### config.mk
export PLATFORM = sky130hd
export DESIGN_NAME = nor_pe_seq
export DESIGN_NICKNAME = d
export VERILOG_FILES = /design/src/rtl/nor_seq_pkg.sv /design/src/rtl/nor_seq_strobe.sv /design/src/rtl/nor_seq_dp.sv /design/src/rtl/nor_seq_ctrl.sv /design/src/rtl/nor_pe_seq.sv
export SDC_FILE = /design/constraint.sdc
export NUM_CORES = 1
export LEC_CHECK = 0
export BUFFER_PORTS_ARGS = -buffer_cell sky130_fd_sc_hd__buf_2
export CAP_MARGIN = 15
export CORE_UTILIZATION = 40
export CTS_CLUSTER_DIAMETER = 100
export CTS_CLUSTER_SIZE = 14
export DETAILED_ROUTE_END_ITERATION = 12
export GPL_ROUTABILITY_DRIVEN = 0
export PLACE_DENSITY_LB_ADDON = 0.15
export SETUP_SLACK_MARGIN = 0.15
export SYNTH_ARGS = -nofsm -noshare
export SYNTH_HDL_FRONTEND = slang
export SYNTH_SLANG_ARGS = --single-unit
### constraint.sdc
create_clock -name clk -period 8.2 [get_ports clk]
set_clock_uncertainty 0.2 [all_clocks]
set_input_delay 0 -clock clk [delete_from_list [all_inputs] [get_ports clk]]
set_output_delay 0 -clock clk [all_outputs]
set_load 0.05 [all_outputs]
### src/rtl/nor_seq_pkg.sv
package nor_seq_pkg;
  typedef enum logic [1:0] {A_UNLK1, A_UNLK2, A_TGT, A_VER} addr_sel_e;
  typedef enum logic [1:0] {ST_IDLE, ST_ISSUE, ST_WAIT, ST_FIN} seq_state_e;
  typedef enum logic [1:0] {PH_CMD, PH_POLLA, PH_POLLB, PH_VER} seq_phase_e;

  typedef struct packed {
    logic      latch;
    logic      go;
    logic      wr;
    addr_sel_e asel;
    logic      useWord;
    logic [7:0] cmdByte;
    logic      clrPoll;
    logic      incPoll;
    logic      clrVer;
    logic      incVer;
  } seq_ctl_t;

  localparam logic [10:0] UNLK1_OFS = 11'h555;
  localparam logic [10:0] UNLK2_OFS = 11'h2AA;
  localparam logic [7:0]  CMD_KEY1  = 8'hAA;
  localparam logic [7:0]  CMD_KEY2  = 8'h55;
  localparam logic [7:0]  CMD_PROG  = 8'hA0;
  localparam logic [7:0]  CMD_ERS1  = 8'h80;
  localparam logic [7:0]  CMD_ERS2  = 8'h30;
endpackage

### src/rtl/nor_seq_strobe.sv
module nor_seq_strobe #(
  parameter int PULSE_CYC = 2,
  parameter int GAP_CYC   = 1
) (
  input  logic clk,
  input  logic rstN,
  input  logic go,
  output logic active,
  output logic capture,
  output logic fin
);
  localparam int MAXC = (PULSE_CYC > GAP_CYC) ? PULSE_CYC : GAP_CYC;
  localparam int CW   = $clog2(MAXC + 1);
  localparam logic [CW-1:0] PLAST = CW'(PULSE_CYC - 1);
  localparam logic [CW-1:0] GLAST = CW'(GAP_CYC - 1);

  logic inGap;
  logic [CW-1:0] cnt;

  always_ff @(posedge clk or negedge rstN) begin
    if (!rstN) begin
      active <= 1'b0;
      inGap  <= 1'b0;
      cnt    <= '0;
    end else if (go && !active && !inGap) begin
      active <= 1'b1;
      cnt    <= '0;
    end else if (active) begin
      if (cnt == PLAST) begin
        active <= 1'b0;
        inGap  <= 1'b1;
        cnt    <= '0;
      end else cnt <= cnt + 1'b1;
    end else if (inGap) begin
      if (cnt == GLAST) inGap <= 1'b0;
      else cnt <= cnt + 1'b1;
    end
  end

  assign capture = active && (cnt == PLAST);
  assign fin     = inGap && (cnt == GLAST);
endmodule

### src/rtl/nor_seq_dp.sv
module nor_seq_dp
  import nor_seq_pkg::*;
#(
  parameter int ADDR_W = 20,
  parameter int DATA_W = 16,
  parameter int SECT_W = 4,
  parameter int PROG_POLL_MAX  = 500000,
  parameter int ERASE_POLL_MAX = 50000000,
  parameter int PULSE_CYC = 2,
  parameter int GAP_CYC   = 1,
  parameter int BA_W = ADDR_W + $clog2(DATA_W / 8)
) (
  input  logic              clk,
  input  logic              rstN,
  input  seq_ctl_t          ctl,
  input  logic              reqErase,
  input  logic [ADDR_W-1:0] reqAddr,
  input  logic [DATA_W-1:0] reqData,
  input  logic [DATA_W-1:0] flDin,
  output logic [BA_W-1:0]   flAddr,
  output logic [DATA_W-1:0] flDout,
  output logic              flCeN,
  output logic              flOeN,
  output logic              flWeN,
  output logic              cycDone,
  output logic              bit6Diff,
  output logic              verOk,
  output logic              pollExpired,
  output logic              verLast
);
  localparam int BYTE_SHIFT = $clog2(DATA_W / 8);
  localparam int MAXP = (PROG_POLL_MAX > ERASE_POLL_MAX) ? PROG_POLL_MAX : ERASE_POLL_MAX;
  localparam int PCW  = $clog2(MAXP + 1);
  localparam logic [PCW-1:0] PLIM = PCW'(PROG_POLL_MAX - 1);
  localparam logic [PCW-1:0] ELIM = PCW'(ERASE_POLL_MAX - 1);
  localparam logic [ADDR_W-1:0] SECT_MASK = ADDR_W'((1 << SECT_W) - 1);

  logic [ADDR_W-1:0] tgtAddr, busAddr, sectBase, selAddr;
  logic [DATA_W-1:0] wData, rdReg;
  logic isErase, curWr, prevBit6, active, capture;
  logic [SECT_W-1:0] verIdx;
  logic [PCW-1:0]    pollCnt;

  assign sectBase = tgtAddr & ~SECT_MASK;

  always_comb begin
    unique case (ctl.asel)
      A_UNLK1: selAddr = ADDR_W'(UNLK1_OFS);
      A_UNLK2: selAddr = ADDR_W'(UNLK2_OFS);
      A_TGT:   selAddr = isErase ? sectBase : tgtAddr;
      default: selAddr = isErase ? (sectBase | ADDR_W'(verIdx)) : tgtAddr;
    endcase
  end

  always_ff @(posedge clk or negedge rstN) begin
    if (!rstN) begin
      tgtAddr  <= '0;
      wData    <= '0;
      isErase  <= 1'b0;
      busAddr  <= '0;
      flDout   <= '0;
      curWr    <= 1'b0;
      rdReg    <= '0;
      prevBit6 <= 1'b0;
      verIdx   <= '0;
      pollCnt  <= '0;
    end else begin
      if (ctl.latch) begin
        tgtAddr <= reqAddr;
        wData   <= reqData;
        isErase <= reqErase;
      end
      if (ctl.go) begin
        busAddr <= selAddr;
        flDout  <= ctl.useWord ? wData : DATA_W'(ctl.cmdByte);
        curWr   <= ctl.wr;
      end
      if (capture && !curWr) begin
        prevBit6 <= rdReg[6];
        rdReg    <= flDin;
      end
      if (ctl.clrPoll) pollCnt <= '0;
      else if (ctl.incPoll) pollCnt <= pollCnt + 1'b1;
      if (ctl.clrVer) verIdx <= '0;
      else if (ctl.incVer) verIdx <= verIdx + 1'b1;
    end
  end

  nor_seq_strobe #(.PULSE_CYC(PULSE_CYC), .GAP_CYC(GAP_CYC)) u_strb (
    .clk(clk), .rstN(rstN), .go(ctl.go),
    .active(active), .capture(capture), .fin(cycDone)
  );

  assign flAddr      = BA_W'(busAddr) << BYTE_SHIFT;
  assign flCeN       = !active;
  assign flWeN       = !(active && curWr);
  assign flOeN       = !(active && !curWr);
  assign bit6Diff    = rdReg[6] ^ prevBit6;
  assign verOk       = isErase ? (rdReg == '1) : (rdReg == wData);
  assign pollExpired = pollCnt == (isErase ? ELIM : PLIM);
  assign verLast     = verIdx == '1;
endmodule

### src/rtl/nor_seq_ctrl.sv
module nor_seq_ctrl
  import nor_seq_pkg::*;
(
  input  logic     clk,
  input  logic     rstN,
  input  logic     reqStart,
  input  logic     reqErase,
  input  logic     cycDone,
  input  logic     bit6Diff,
  input  logic     verOk,
  input  logic     pollExpired,
  input  logic     verLast,
  output seq_ctl_t ctl,
  output logic     busy,
  output logic     done,
  output logic     err,
  output logic     vppEn
);
  seq_state_e state;
  seq_phase_e phase;
  logic [2:0] step;
  logic opErase;
  logic lastStep;
  addr_sel_e  tblAsel;
  logic [7:0] tblByte;
  logic       tblWord;

  assign lastStep = step == (opErase ? 3'd5 : 3'd3);

  always_comb begin
    tblAsel = A_UNLK1;
    tblByte = CMD_KEY1;
    tblWord = 1'b0;
    case (step)
      3'd0: ;
      3'd1: begin tblAsel = A_UNLK2; tblByte = CMD_KEY2; end
      3'd2: tblByte = opErase ? CMD_ERS1 : CMD_PROG;
      3'd3: if (!opErase) begin tblAsel = A_TGT; tblWord = 1'b1; end
      3'd4: begin tblAsel = A_UNLK2; tblByte = CMD_KEY2; end
      default: begin tblAsel = A_TGT; tblByte = CMD_ERS2; end
    endcase
  end

  always_comb begin
    ctl = '0;
    ctl.asel = A_UNLK1;
    if (state == ST_IDLE && reqStart) ctl.latch = 1'b1;
    if (state == ST_ISSUE) begin
      ctl.go      = 1'b1;
      ctl.wr      = phase == PH_CMD;
      ctl.asel    = (phase == PH_CMD) ? tblAsel : (phase == PH_VER) ? A_VER : A_TGT;
      ctl.cmdByte = tblByte;
      ctl.useWord = (phase == PH_CMD) && tblWord;
    end
    if (state == ST_WAIT && cycDone) begin
      ctl.clrPoll = (phase == PH_CMD) && lastStep;
      ctl.incPoll = (phase == PH_POLLB) && bit6Diff && !pollExpired;
      ctl.clrVer  = (phase == PH_POLLB) && !bit6Diff;
      ctl.incVer  = (phase == PH_VER) && verOk && opErase && !verLast;
    end
  end

  always_ff @(posedge clk or negedge rstN) begin
    if (!rstN) begin
      state   <= ST_IDLE;
      phase   <= PH_CMD;
      step    <= '0;
      opErase <= 1'b0;
      err     <= 1'b0;
      vppEn   <= 1'b0;
    end else begin
      unique case (state)
        ST_IDLE: if (reqStart) begin
          opErase <= reqErase;
          step    <= '0;
          phase   <= PH_CMD;
          err     <= 1'b0;
          state   <= ST_ISSUE;
        end
        ST_ISSUE: begin
          vppEn <= 1'b1;
          state <= ST_WAIT;
        end
        ST_WAIT: if (cycDone) begin
          state <= ST_ISSUE;
          unique case (phase)
            PH_CMD:   if (lastStep) phase <= PH_POLLA; else step <= step + 1'b1;
            PH_POLLA: phase <= PH_POLLB;
            PH_POLLB: if (!bit6Diff) phase <= PH_VER;
                      else if (pollExpired) begin err <= 1'b1; state <= ST_FIN; end
                      else phase <= PH_POLLA;
            default:  if (!verOk) begin err <= 1'b1; state <= ST_FIN; end
                      else if (!opErase || verLast) state <= ST_FIN;
          endcase
        end
        default: begin
          vppEn <= 1'b0;
          state <= ST_IDLE;
        end
      endcase
    end
  end

  assign busy = state != ST_IDLE;
  assign done = state == ST_FIN;
endmodule

### src/rtl/nor_pe_seq.sv
module nor_pe_seq
  import nor_seq_pkg::*;
#(
  parameter int ADDR_W = 20,
  parameter int DATA_W = 16,
  parameter int SECT_W = 4,
  parameter int PROG_POLL_MAX  = 500000,
  parameter int ERASE_POLL_MAX = 50000000,
  parameter int PULSE_CYC = 2,
  parameter int GAP_CYC   = 1,
  localparam int BA_W = ADDR_W + $clog2(DATA_W / 8)
) (
  input  logic              clk,
  input  logic              rstN,
  input  logic              reqStart,
  input  logic              reqErase,
  input  logic [ADDR_W-1:0] reqAddr,
  input  logic [DATA_W-1:0] reqData,
  output logic              busy,
  output logic              done,
  output logic              err,
  output logic [BA_W-1:0]   flAddr,
  output logic [DATA_W-1:0] flDout,
  input  logic [DATA_W-1:0] flDin,
  output logic              flCeN,
  output logic              flOeN,
  output logic              flWeN,
  output logic              vppEn
);
  seq_ctl_t ctl;
  logic cycDone, bit6Diff, verOk, pollExpired, verLast;

  nor_seq_ctrl u_ctrl (
    .clk(clk), .rstN(rstN), .reqStart(reqStart), .reqErase(reqErase),
    .cycDone(cycDone), .bit6Diff(bit6Diff), .verOk(verOk),
    .pollExpired(pollExpired), .verLast(verLast), .ctl(ctl),
    .busy(busy), .done(done), .err(err), .vppEn(vppEn)
  );

  nor_seq_dp #(
    .ADDR_W(ADDR_W), .DATA_W(DATA_W), .SECT_W(SECT_W),
    .PROG_POLL_MAX(PROG_POLL_MAX), .ERASE_POLL_MAX(ERASE_POLL_MAX),
    .PULSE_CYC(PULSE_CYC), .GAP_CYC(GAP_CYC), .BA_W(BA_W)
  ) u_dp (
    .clk(clk), .rstN(rstN), .ctl(ctl), .reqErase(reqErase),
    .reqAddr(reqAddr), .reqData(reqData), .flDin(flDin),
    .flAddr(flAddr), .flDout(flDout), .flCeN(flCeN), .flOeN(flOeN),
    .flWeN(flWeN), .cycDone(cycDone), .bit6Diff(bit6Diff), .verOk(verOk),
    .pollExpired(pollExpired), .verLast(verLast)
  );
endmodule

# ---- Word level (Yosys, flattened, before mapping)
# Index checks and enable logic that the tools add are counted.
# Widths: inputs -> output; s select.
dict set report classes {
  addsub 4
  eq_ne 31
  muxes 62
  n_bitwise 3
  reduce_logical 49
}
# op n
set op_table {}
lappend op_table {{$mux 26} 3}
lappend op_table {{$pmux 20 s3} 1}
lappend op_table {{$mux 2} 18}
lappend op_table {{$add 26x1->26 const B} 1}
lappend op_table {{$eq 26x26->1} 1}
lappend op_table {{$pmux 8 s3} 1}
lappend op_table {{$mux 20} 1}
lappend op_table {{$or 20x4->20} 1}
lappend op_table {{$pmux 2 s3} 3}
lappend op_table {{$logic_and 1x1->1} 17}
lappend op_table {{$mux 1} 17}
lappend op_table {{$eq 16x16->1} 1}
lappend op_table {{$eq 16x16->1 const B} 1}
lappend op_table {{$mux 16} 1}
lappend op_table {{$mux 4} 4}
lappend op_table {{$mux 3} 5}
lappend op_table {{$mux 13} 1}
lappend op_table {{$eq 2x2->1 const B} 5}
lappend op_table {{$reduce_or 2->1} 5}
lappend op_table {{$logic_not 1->1} 9}
lappend op_table {{$ne 3x2->1 const B} 3}
lappend op_table {{$eq 2x1->1 const B} 4}
lappend op_table {{$logic_not 2->1} 4}
lappend op_table {{$pmux 2 s2} 2}
lappend op_table {{other kinds (26)} 40}
dict set report totals {
  regBits 135
  input_bits 56
  wordCells 168
}

# ---- Logic depth before layout (Yosys ltp)
# Gate-level depths: netlist of run 1.
dict set report logic_depth {
  word_depth 9
  depth_mapped 9
}

# ---- Hierarchy
# A second synthesis of run 1 with hierarchy kept.
dict set report hier_totals {
  cells_unflattened 665
  area_unflattened_um2 6760.2
}
# module instances cells_each area_per_inst_um2 seq_area_each_um2
set modules_own_cells {}
lappend modules_own_cells {nor_seq_dp 1 535 5651.7 3027.9}
lappend modules_own_cells {nor_seq_ctrl 1 109 912.1 250.2}
lappend modules_own_cells {nor_seq_strobe 1 21 196.4 100.1}

# ---- Worst setup path before layout of run 1
# OpenSTA, ideal clock, no wires.
dict set report synth_timing {
  kind {flip-flop to flip-flop}
  from {register u_dp.isErase}
  to {register u_ctrl.phase[0]}
  arrival_ns 2.541
  required_time_ns 7.872
  slack_ns 5.332
  path_stages_with_launch 9
  path_buffers 2
  cell_sequence {dfrtp_1 -> buf_6 -> buf_6 -> or4_1 -> or4_4 -> a21oi_4 -> nand2_1 -> o21ai_2 -> mux2_1}
}
dict set report synth_between {
  elab_chain_len 4
}
# item line
set synth_rtl {}
lappend synth_rtl {{start, declared} nor_seq_dp.sv:40} ;# logic isErase, curWr, prevBit6, active, capture;
lappend synth_rtl {{start signal, assigned} nor_seq_dp.sv:71} ;# isErase <= reqErase;
lappend synth_rtl {{$mux 26} nor_seq_dp.sv:100} ;# assign pollExpired = pollCnt == (isErase ? ELIM : PLIM);
lappend synth_rtl {{$eq 26x26->1} nor_seq_dp.sv:100}
lappend synth_rtl {{$ne 4x4->1 (no source line)} --}
lappend synth_rtl {{$reduce_and 6->1 (no source line)} --}
lappend synth_rtl {{end signal, assigned} nor_seq_ctrl.sv:66} ;# phase <= PH_CMD;
lappend synth_rtl {{end signal, assigned} nor_seq_ctrl.sv:76} ;# phase <= PH_CMD;
lappend synth_rtl {{end signal, assigned} nor_seq_ctrl.sv:87} ;# PH_CMD: if (lastStep) phase <= PH_POLLA; else step <= step + 1'b1;
lappend synth_rtl {{end, declared} nor_seq_ctrl.sv:20} ;# seq_phase_e phase;
# Every way passes these cells.
# A chain may end at the register's enable or synchronous reset.

# ---- Worst setup path in the final report of run 1
# Ends and elaborated chain as after synthesis.

==> reports/metrics.csv, run 1 <==
stage,metric,value,unit
status,status,"complete, no violations",
timing,fin crit period,3.20,ns
routing,met2 WL,7.63,mm
timing,Slew headroom,0.380,
clocking,CTS tree,done,
power_and_ir_drop,Internal,1780,uW
floorplan,Die X-Extent,131,um
grt,number of global-route vias before repair,5360,
floorplan,core area,16100,sq um
clocking,"Clk pin slew, worst setup/hold paths",0.06,ns
critical_path,worst path cell trace,"or4_1, or4_4, a21oi_4, nand2_1, o21ai_2, mux2_1",
min_path,Min-Delay Path Depth,4,
clocking,maximum root-to-sink buffer count,2,
critical_path,critical path startpoint category,flip-flop,
synth,Gate Count Post-Synth,642,
timing,worst slew pin tran,0.931,ns
timing,unrepaired setup endpoints after global routing,false,
finish,Layout Area Growth over Synthesis,28.2,%
clocking,clock latency on the worst-skew pair,0.42,ns
critical_path,WP depth,6,
floorplan,Initial Utilization,0.413,
synth,"area leader, netlist",dfrtp_1,
synth,YS warnings,0,
routing,Residual DRC,0,
timing,part of the cycle the worst path needs,0.390,
finish,Sequential Area,3350,sq um
critical_path,"Slowest-stage cell, CP",dfrtp_1,
routing,1st-pass router iterations,5,
floorplan,io pins,100,
finish,Final Core Density,0.529,
synth,Synth Flop Type,dfrtp_1,
critical_path,Critical Path RT,8.30,ns
critical_path,CP max FO,32,
placed_design,port bufs,98,
finish,nets@finish,858,
power_and_ir_drop,Cell Pwr Density,347,nW/um^2
floorplan,DIE AREA,17100,sq um
clocking,post-CTS setup repair buffer count,0,
routing,routed via count,5409,
timing,final setup TNS,0,ns
power_and_ir_drop,leakage,0.00387,uW
synth,Seq cells post-synth,134,
finish,antenna diode count,0,
routing,vias per cell,5.31,
job,max-cap violation count,0,
clocking,number of buffers created by CTS,17,
routing,routed wire length on met3,739,um
power_and_ir_drop,Max IR drop VDD,0.160,mV
power_and_ir_drop,Combinational Power Share,0.358,
synth,Mean Syn Cell Area,10.3,sq um
routing,Top Layer Used,met4,
timing,fmax,313,MHz
power_and_ir_drop,clock share of power,0.266,
synth,mapped cell area,6630,sq um
placed_design,post-DP HPWL,11.0,mm
critical_path,Setup crit end kind,flip-flop,
critical_path,reg2reg path depth,6,
synth,number of synthesized flops with an enable pin,0,
grt,GRT Util Overall,0.202,
placed_design,pre-CTS setup slack,5.01,ns
timing,final hold vios,0,
synth,Area contributors post-synth,"dfrtp_1 51%, mux2_2 9.0%, nand2_1 4.9%",
synth,Synth top area share,0.506,
timing,Final setup viols,0,
floorplan,Die Height,131,um
critical_path,Arrival @ worst endpoint,3.30,ns
power_and_ir_drop,Seq pwr share,0.376,
routing,routed len/inst,15.7,um
finish,area taken by multi-input logic gates,3070,sq um
finish,filler instances,1443,
synth,Netlist cell types,65,
routing,final wirelength,16.0,mm
clocking,H-tree levels,4,
critical_path,CP bufs+invs,0,
grt,antenna violations before repair,0,
floorplan,# rows,46,
grt,pin count of the biggest net entering global routing,72,
clocking,clock sinks,134,
power_and_ir_drop,Switching Share,0.399,
routing,Initial DRC Count,228,
timing,fin worst setup slack,5.00,ns
synth,Syn Nets,710,
grt,global-route wire length before repair,26.4,mm
routing,antenna-violating nets left,0,
min_path,worst hold path type,in2reg,
clocking,Root Driver,clkbuf_16,
finish,fraction of layout cells with a size suffix above 1,0.258,
critical_path,CP peak stage delay,0.73,ns
synth,sequential area share after synthesis,0.506,
routing,WL met1,7.45,mm
synth,asr flop ratio synth,1.00,
grt,grt ovf,0,
critical_path,"delay-heaviest family, CP",simple AND/OR/NAND/NOR gates,
critical_path,crit path kind,reg2reg,
timing,final max-slew violation count,0,
power_and_ir_drop,Switch Pwr,1180,uW
critical_path,"setup slack, reg-to-reg",5.00,ns
cell usage in the layout, fill, tap and decap left out, types with 8 or more instances in the layout:
cell type,synthesis,final
mux2i_1,8,8
buf_2,1,97
nor2_1,36,35
a22o_1,8,8
nand2_1,86,86
dfrtp_1,134,134
o21ai_0,39,39
xnor2_1,8,8
a21oi_1,34,34
dlygate4sd3_1,0,55
ha_1,12,12
inv_1,18,18
o41ai_1,8,8
or3_1,9,9
clkbuf_16,0,17
nand3_1,27,27
mux2_2,53,53
xor2_1,9,9
through the flow:
step	hold WS, ns	total power [uW]	std cells	cell area (sq um)
floorplan	-0.496	1880	642	6630
global placement	-0.177	2120	931	7310
detailed placement	-0.170	2160	931	7310
CTS	0.0327	2980	1019	8500
global route	0.0409	3140	1019	8500
finish	0.0442	2950	1019	8500
cell type report:
| cell class | count | share of cell area |
|---|---|---|
| tap | 216 | 0.0318 |
| timing repair buffer | 161 | 0.133 |
| multi-input combinational | 458 | 0.361 |
| clock buffer | 18 | 0.0517 |
| sequential | 134 | 0.394 |
| clock inverter | 14 | 0.0205 |
| inverter | 18 | 0.00795 |
worst min-delay path, stage by stage:
cell    delay, ns
buf_2        0.11
inv_1        0.12
nor2_4       0.15
mux2_2       0.25
metal layers:
layer / global-route usage / vias to the layer above
met5: 0 / -
met4: 0.0744 / 0
met3: 0.0468 / 14
met2: 0.329 / 121
met1: 0.264 / 2641
li1: - / 2633
registers in the layout, summed over array words and instances (netlist names):
signal              flops
u_dp.verIdx             4
u_dp.wData             16
u_dp.u_strb.active      1
u_dp.flDout            16
u_dp.u_strb.cnt         2
u_dp.u_strb.inGap       1
u_dp.curWr              1
u_dp.prevBit6           1
u_ctrl.step             3
u_dp.rdReg             16
u_ctrl.vppEn            1
u_dp.pollCnt           26
u_ctrl.err              1
u_ctrl.state            2
u_dp.tgtAddr           20
u_ctrl.phase            2
u_dp.busAddr           20
u_dp.isErase            1
timing repair:
action                                 CTS  global route
hold buffers                            56             0
endpoints found under the hold margin  116             0
resized for setup                        0             0
logic make-up after synthesis:
group | count (synthesis) | synth area share
xor+xnor | 17 | 0.0225
other cells | 1 | 0.000565
buf+inv | 50 | 0.0336
mux | 62 | 0.104
simple gates | 224 | 0.169
fa+ha+maj | 12 | 0.0226
compound gates | 142 | 0.142
flops | 134 | 0.506
Yosys cell counts, drive strengths merged (9+ instances only):
master  instances
nand2          86
a21oi          36
clkbuf         24
inv            18
dfrtp         134
mux2           54
nor2           36
o21ai          40
ha             12
nand3          28
or3             9
xor2            9
final timing paths:
path / start / to
setup reg to reg: u_dp.isErase$_DFFE_PN0P_ / u_ctrl.phase[0]$_DFFE_PN0P_
hold / removal: reqStart / u_dp.tgtAddr[16]$_DFFE_PN0P_
min in group asynchronous: rstN / u_dp.busAddr[19]$_DFFE_PN0P_
hold reg to reg: u_dp.busAddr[18]$_DFFE_PN0P_ / u_dp.busAddr[18]$_DFFE_PN0P_
max in group asynchronous: rstN / u_dp.rdReg[4]$_DFFE_PN0P_
setup / recovery: u_dp.isErase$_DFFE_PN0P_ / u_ctrl.phase[0]$_DFFE_PN0P_
power groups by stage:
stage / combinational, uW / clock (uW) / sequential, uW
after global placement: 1010 / 0 / 1110
after CTS: 1070 / 804 / 1110
after floorplan: 619 / 0 / 1260
after detailed placement: 1040 / 0 / 1120
final: 1060 / 787 / 1110
after global routing: 1160 / 830 / 1150
Power figures use the tool's default switching activity.
==> run 2: changes to the inputs <==
Clock period 8.2 ns to 2.9 ns, I/O delays scaled along.
==> run 2 against run 1 <==
Effect of this change:
- total power rose to 2.9 times the previous value
- worst setup slack worse by 4.9 ns
- utilization up 2.3 points
- sequential share of layout area down 1.6 points
- non-clock buffer count up 43
==> reports/metrics.csv, run 2 (synthesis results as in run 1) <==
stage,metric,value,unit,change
status,status,"complete, no violations",,unchanged
timing,Slew headroom,0.439,,was 0.380
floorplan,# rows,46,,unchanged
grt,number of global-route vias before repair,5539,,was 5360
timing,WHS,0.0255,ns,was 0.0442 ns
placed_design,port bufs,98,,unchanged
routing,final wirelength,17.0,mm,was 16.0 mm
grt,global-route wire length before repair,27.5,mm,was 26.4 mm
timing,fin crit period,2.79,ns,was 3.20 ns
timing,worst slew pin tran,0.842,ns,was 0.931 ns
grt,antenna violations before repair,0,,unchanged
placed_design,post-DP HPWL,11.5,mm,was 11.0 mm
routing,Initial DRC Count,239,,was 228
routing,antenna-violating nets left,0,,unchanged
critical_path,CP max FO,24,,was 32
power_and_ir_drop,total power,8540,uW,was 2950 uW
floorplan,Die Height,131,um,unchanged
routing,routed via count,5641,,was 5409
timing,fin worst setup slack,0.106,ns,was 5.00 ns
finish,most frequent cells in the layout,"134 x dfrtp_1, 99 x buf_2, 85 x nand2_1",,"was 134 x dfrtp_1, 97 x buf_2, 86 x nand2_1"
clocking,"Clk pin slew, worst setup/hold paths",0.06,ns,about the same
critical_path,Setup crit end kind,flip-flop,,unchanged
timing,fmax,358,MHz,was 313 MHz
critical_path,"delay-heaviest family, CP",simple AND/OR/NAND/NOR gates,,unchanged
critical_path,"Slowest-stage cell, CP",or4_4,,was dfrtp_1
clocking,CTS tree,done,,unchanged
critical_path,CP peak stage delay,0.60,ns,was 0.73 ns
timing,unrepaired setup endpoints after global routing,true,,was false
critical_path,worst path cell trace,"buf_12, or3_1, a21oi_2, o22ai_2, or4_4, or4_4, a21oi_1",,"was or4_1, or4_4, a21oi_4, nand2_1, o21ai_2, mux2_1"
floorplan,DIE AREA,17100,sq um,unchanged
critical_path,critical path startpoint category,flip-flop,,unchanged
power_and_ir_drop,Combinational Power Share,0.397,,was 0.358
clocking,Root Driver,clkbuf_16,,unchanged
finish,Final Core Density,0.552,,was 0.529
routing,Residual DRC,0,,unchanged
power_and_ir_drop,Internal,5160,uW,was 1780 uW
routing,1st-pass router iterations,5,,unchanged
timing,final setup TNS,0,ns,unchanged
critical_path,Critical Path RT,3.05,ns,was 8.30 ns
power_and_ir_drop,Cell Pwr Density,963,nW/um^2,was 347 nW/um^2
placed_design,pre-CTS setup slack,0.107,ns,was 5.01 ns
timing,final hold vios,0,,unchanged
power_and_ir_drop,Max IR drop VDD,0.519,mV,was 0.160 mV
critical_path,"setup slack, reg-to-reg",0.11,ns,was 5.00 ns
critical_path,Crit path top cell by count,or4_4,,
critical_path,CP bufs+invs,1,,was 0
power_and_ir_drop,Switching Share,0.396,,was 0.399
clocking,maximum root-to-sink buffer count,2,,unchanged
power_and_ir_drop,clock share of power,0.242,,was 0.266
finish,"most common cell after layout, fill and taps aside",dfrtp_1,,unchanged
grt,grt ovf,0,,unchanged
floorplan,Die X-Extent,131,um,unchanged
critical_path,WP depth,7,,was 6
job,max-cap violation count,0,,unchanged
finish,antenna diode count,0,,unchanged
critical_path,reg2reg path depth,7,,was 6
finish,nets@finish,901,,was 858
floorplan,core area,16100,sq um,unchanged
grt,pin count of the biggest net entering global routing,89,,was 72
clocking,number of buffers created by CTS,17,,unchanged
routing,routed len/inst,16.0,um,was 15.7 um
timing,Final setup viols,0,,unchanged
clocking,H-tree levels,4,,unchanged
clocking,clock latency on the worst-skew pair,0.42,ns,about the same
timing,final max-slew violation count,0,,unchanged
power_and_ir_drop,Seq pwr share,0.361,,was 0.376
power_and_ir_drop,Switch Pwr,3380,uW,was 1180 uW
floorplan,Initial Utilization,0.413,,unchanged
timing,part of the cycle the worst path needs,0.963,,was 0.390
finish,biggest regs,"u_dp.pollCnt x26, u_dp.busAddr x20, u_dp.tgtAddr x20",,unchanged
routing,vias per cell,5.32,,was 5.31
power_and_ir_drop,leakage,0.00407,uW,was 0.00387 uW
clocking,clock sinks,134,,unchanged
finish,max reg flops,26,,unchanged
critical_path,Arrival @ worst endpoint,2.94,ns,was 3.30 ns
critical_path,crit path kind,reg2reg,,unchanged
min_path,worst hold path type,in2async,,was in2reg
finish,fraction of layout cells with a size suffix above 1,0.291,,was 0.258
finish,Layout Area Growth over Synthesis,33.7,%,was 28.2%
grt,GRT Util Overall,0.211,,was 0.202
finish,Top reg by flops,u_dp.pollCnt,,unchanged
floorplan,io pins,100,,unchanged
==> run 2: cell types whose count changed in the layout (fill, tap and decap cells not counted), moves of 4 or more <==
cell and delta:
a21oi_1 -4, or4_1 -4, a21oi_2 +4, dlygate4sd3_1 +11, buf_4 +28, or4_4 +4
==> run 2: worst paths after layout <==
kind                                        startpoint                       endpoint
setup / recovery              u_dp.isErase$_DFFE_PN0P_     u_dp.verIdx[3]$_DFFE_PN0P_
hold / removal                                    rstN  u_dp.u_strb.inGap$_DFFE_PN0P_
setup reg to reg              u_dp.isErase$_DFFE_PN0P_     u_dp.verIdx[3]$_DFFE_PN0P_
hold reg to reg            u_dp.busAddr[6]$_DFFE_PN0P_    u_dp.busAddr[6]$_DFFE_PN0P_
max in group asynchronous                         rstN     u_dp.wData[14]$_DFFE_PN0P_
min in group clk                            reqData[9]      u_dp.wData[9]$_DFFE_PN0P_
==> run 2: metrics by stage <==
step / cell area [sq um] / std cells
2_1_floorplan: 6630 / 642
3_3_place_gp: 7540 / 958
3_5_place_dp: 7540 / 958
4_1_cts: 8790 / 1056
5_1_grt: 8870 / 1060
6_report: 8870 / 1060
==> run 2: power groups by stage <==
stage	Clock, uW	Sequential, uW	Combinational [uW]
2_1_floorplan	0	3560	1750
3_3_place_gp	0	3070	3100
3_5_place_dp	0	3110	3170
4_1_cts	2100	3080	3370
5_1_grt	2200	3180	3690
6_report	2060	3090	3390
==> run 2: final cells by class <==
type | count | area, sq um
Sequential cell | 134 | 3350
Multi-Input combinational cell | 458 | 3130
Clock inverter | 9 | 105
Fill cell | 1403 | 7190
Tap cell | 216 | 270
Inverter | 18 | 67.6
Clock buffer | 21 | 450
Timing Repair Buffer | 204 | 1490
==> run 2: timing repair <==
item | in CTS | in global routing
cloned | 1 | 2
endpoints found under the setup margin | 3 | 21
gates resized for setup | 3 | 17
hold buffers | 66 | 0
setup buffers | 1 | 2
endpoints found under the hold margin | 141 | 0
pin swaps | 2 | 3
==> run 2: metal layers <==
metal  share of wire  vias to the layer above  GRT usage  wire length [um]
met2            0.48                      142      0.354              8220
li1                -                     2706          -                 -
met5               0                        -          0                 0
met4           0.014                        0     0.0751               239
met1            0.46                     2765      0.266              7870
met3           0.039                       28     0.0476               670
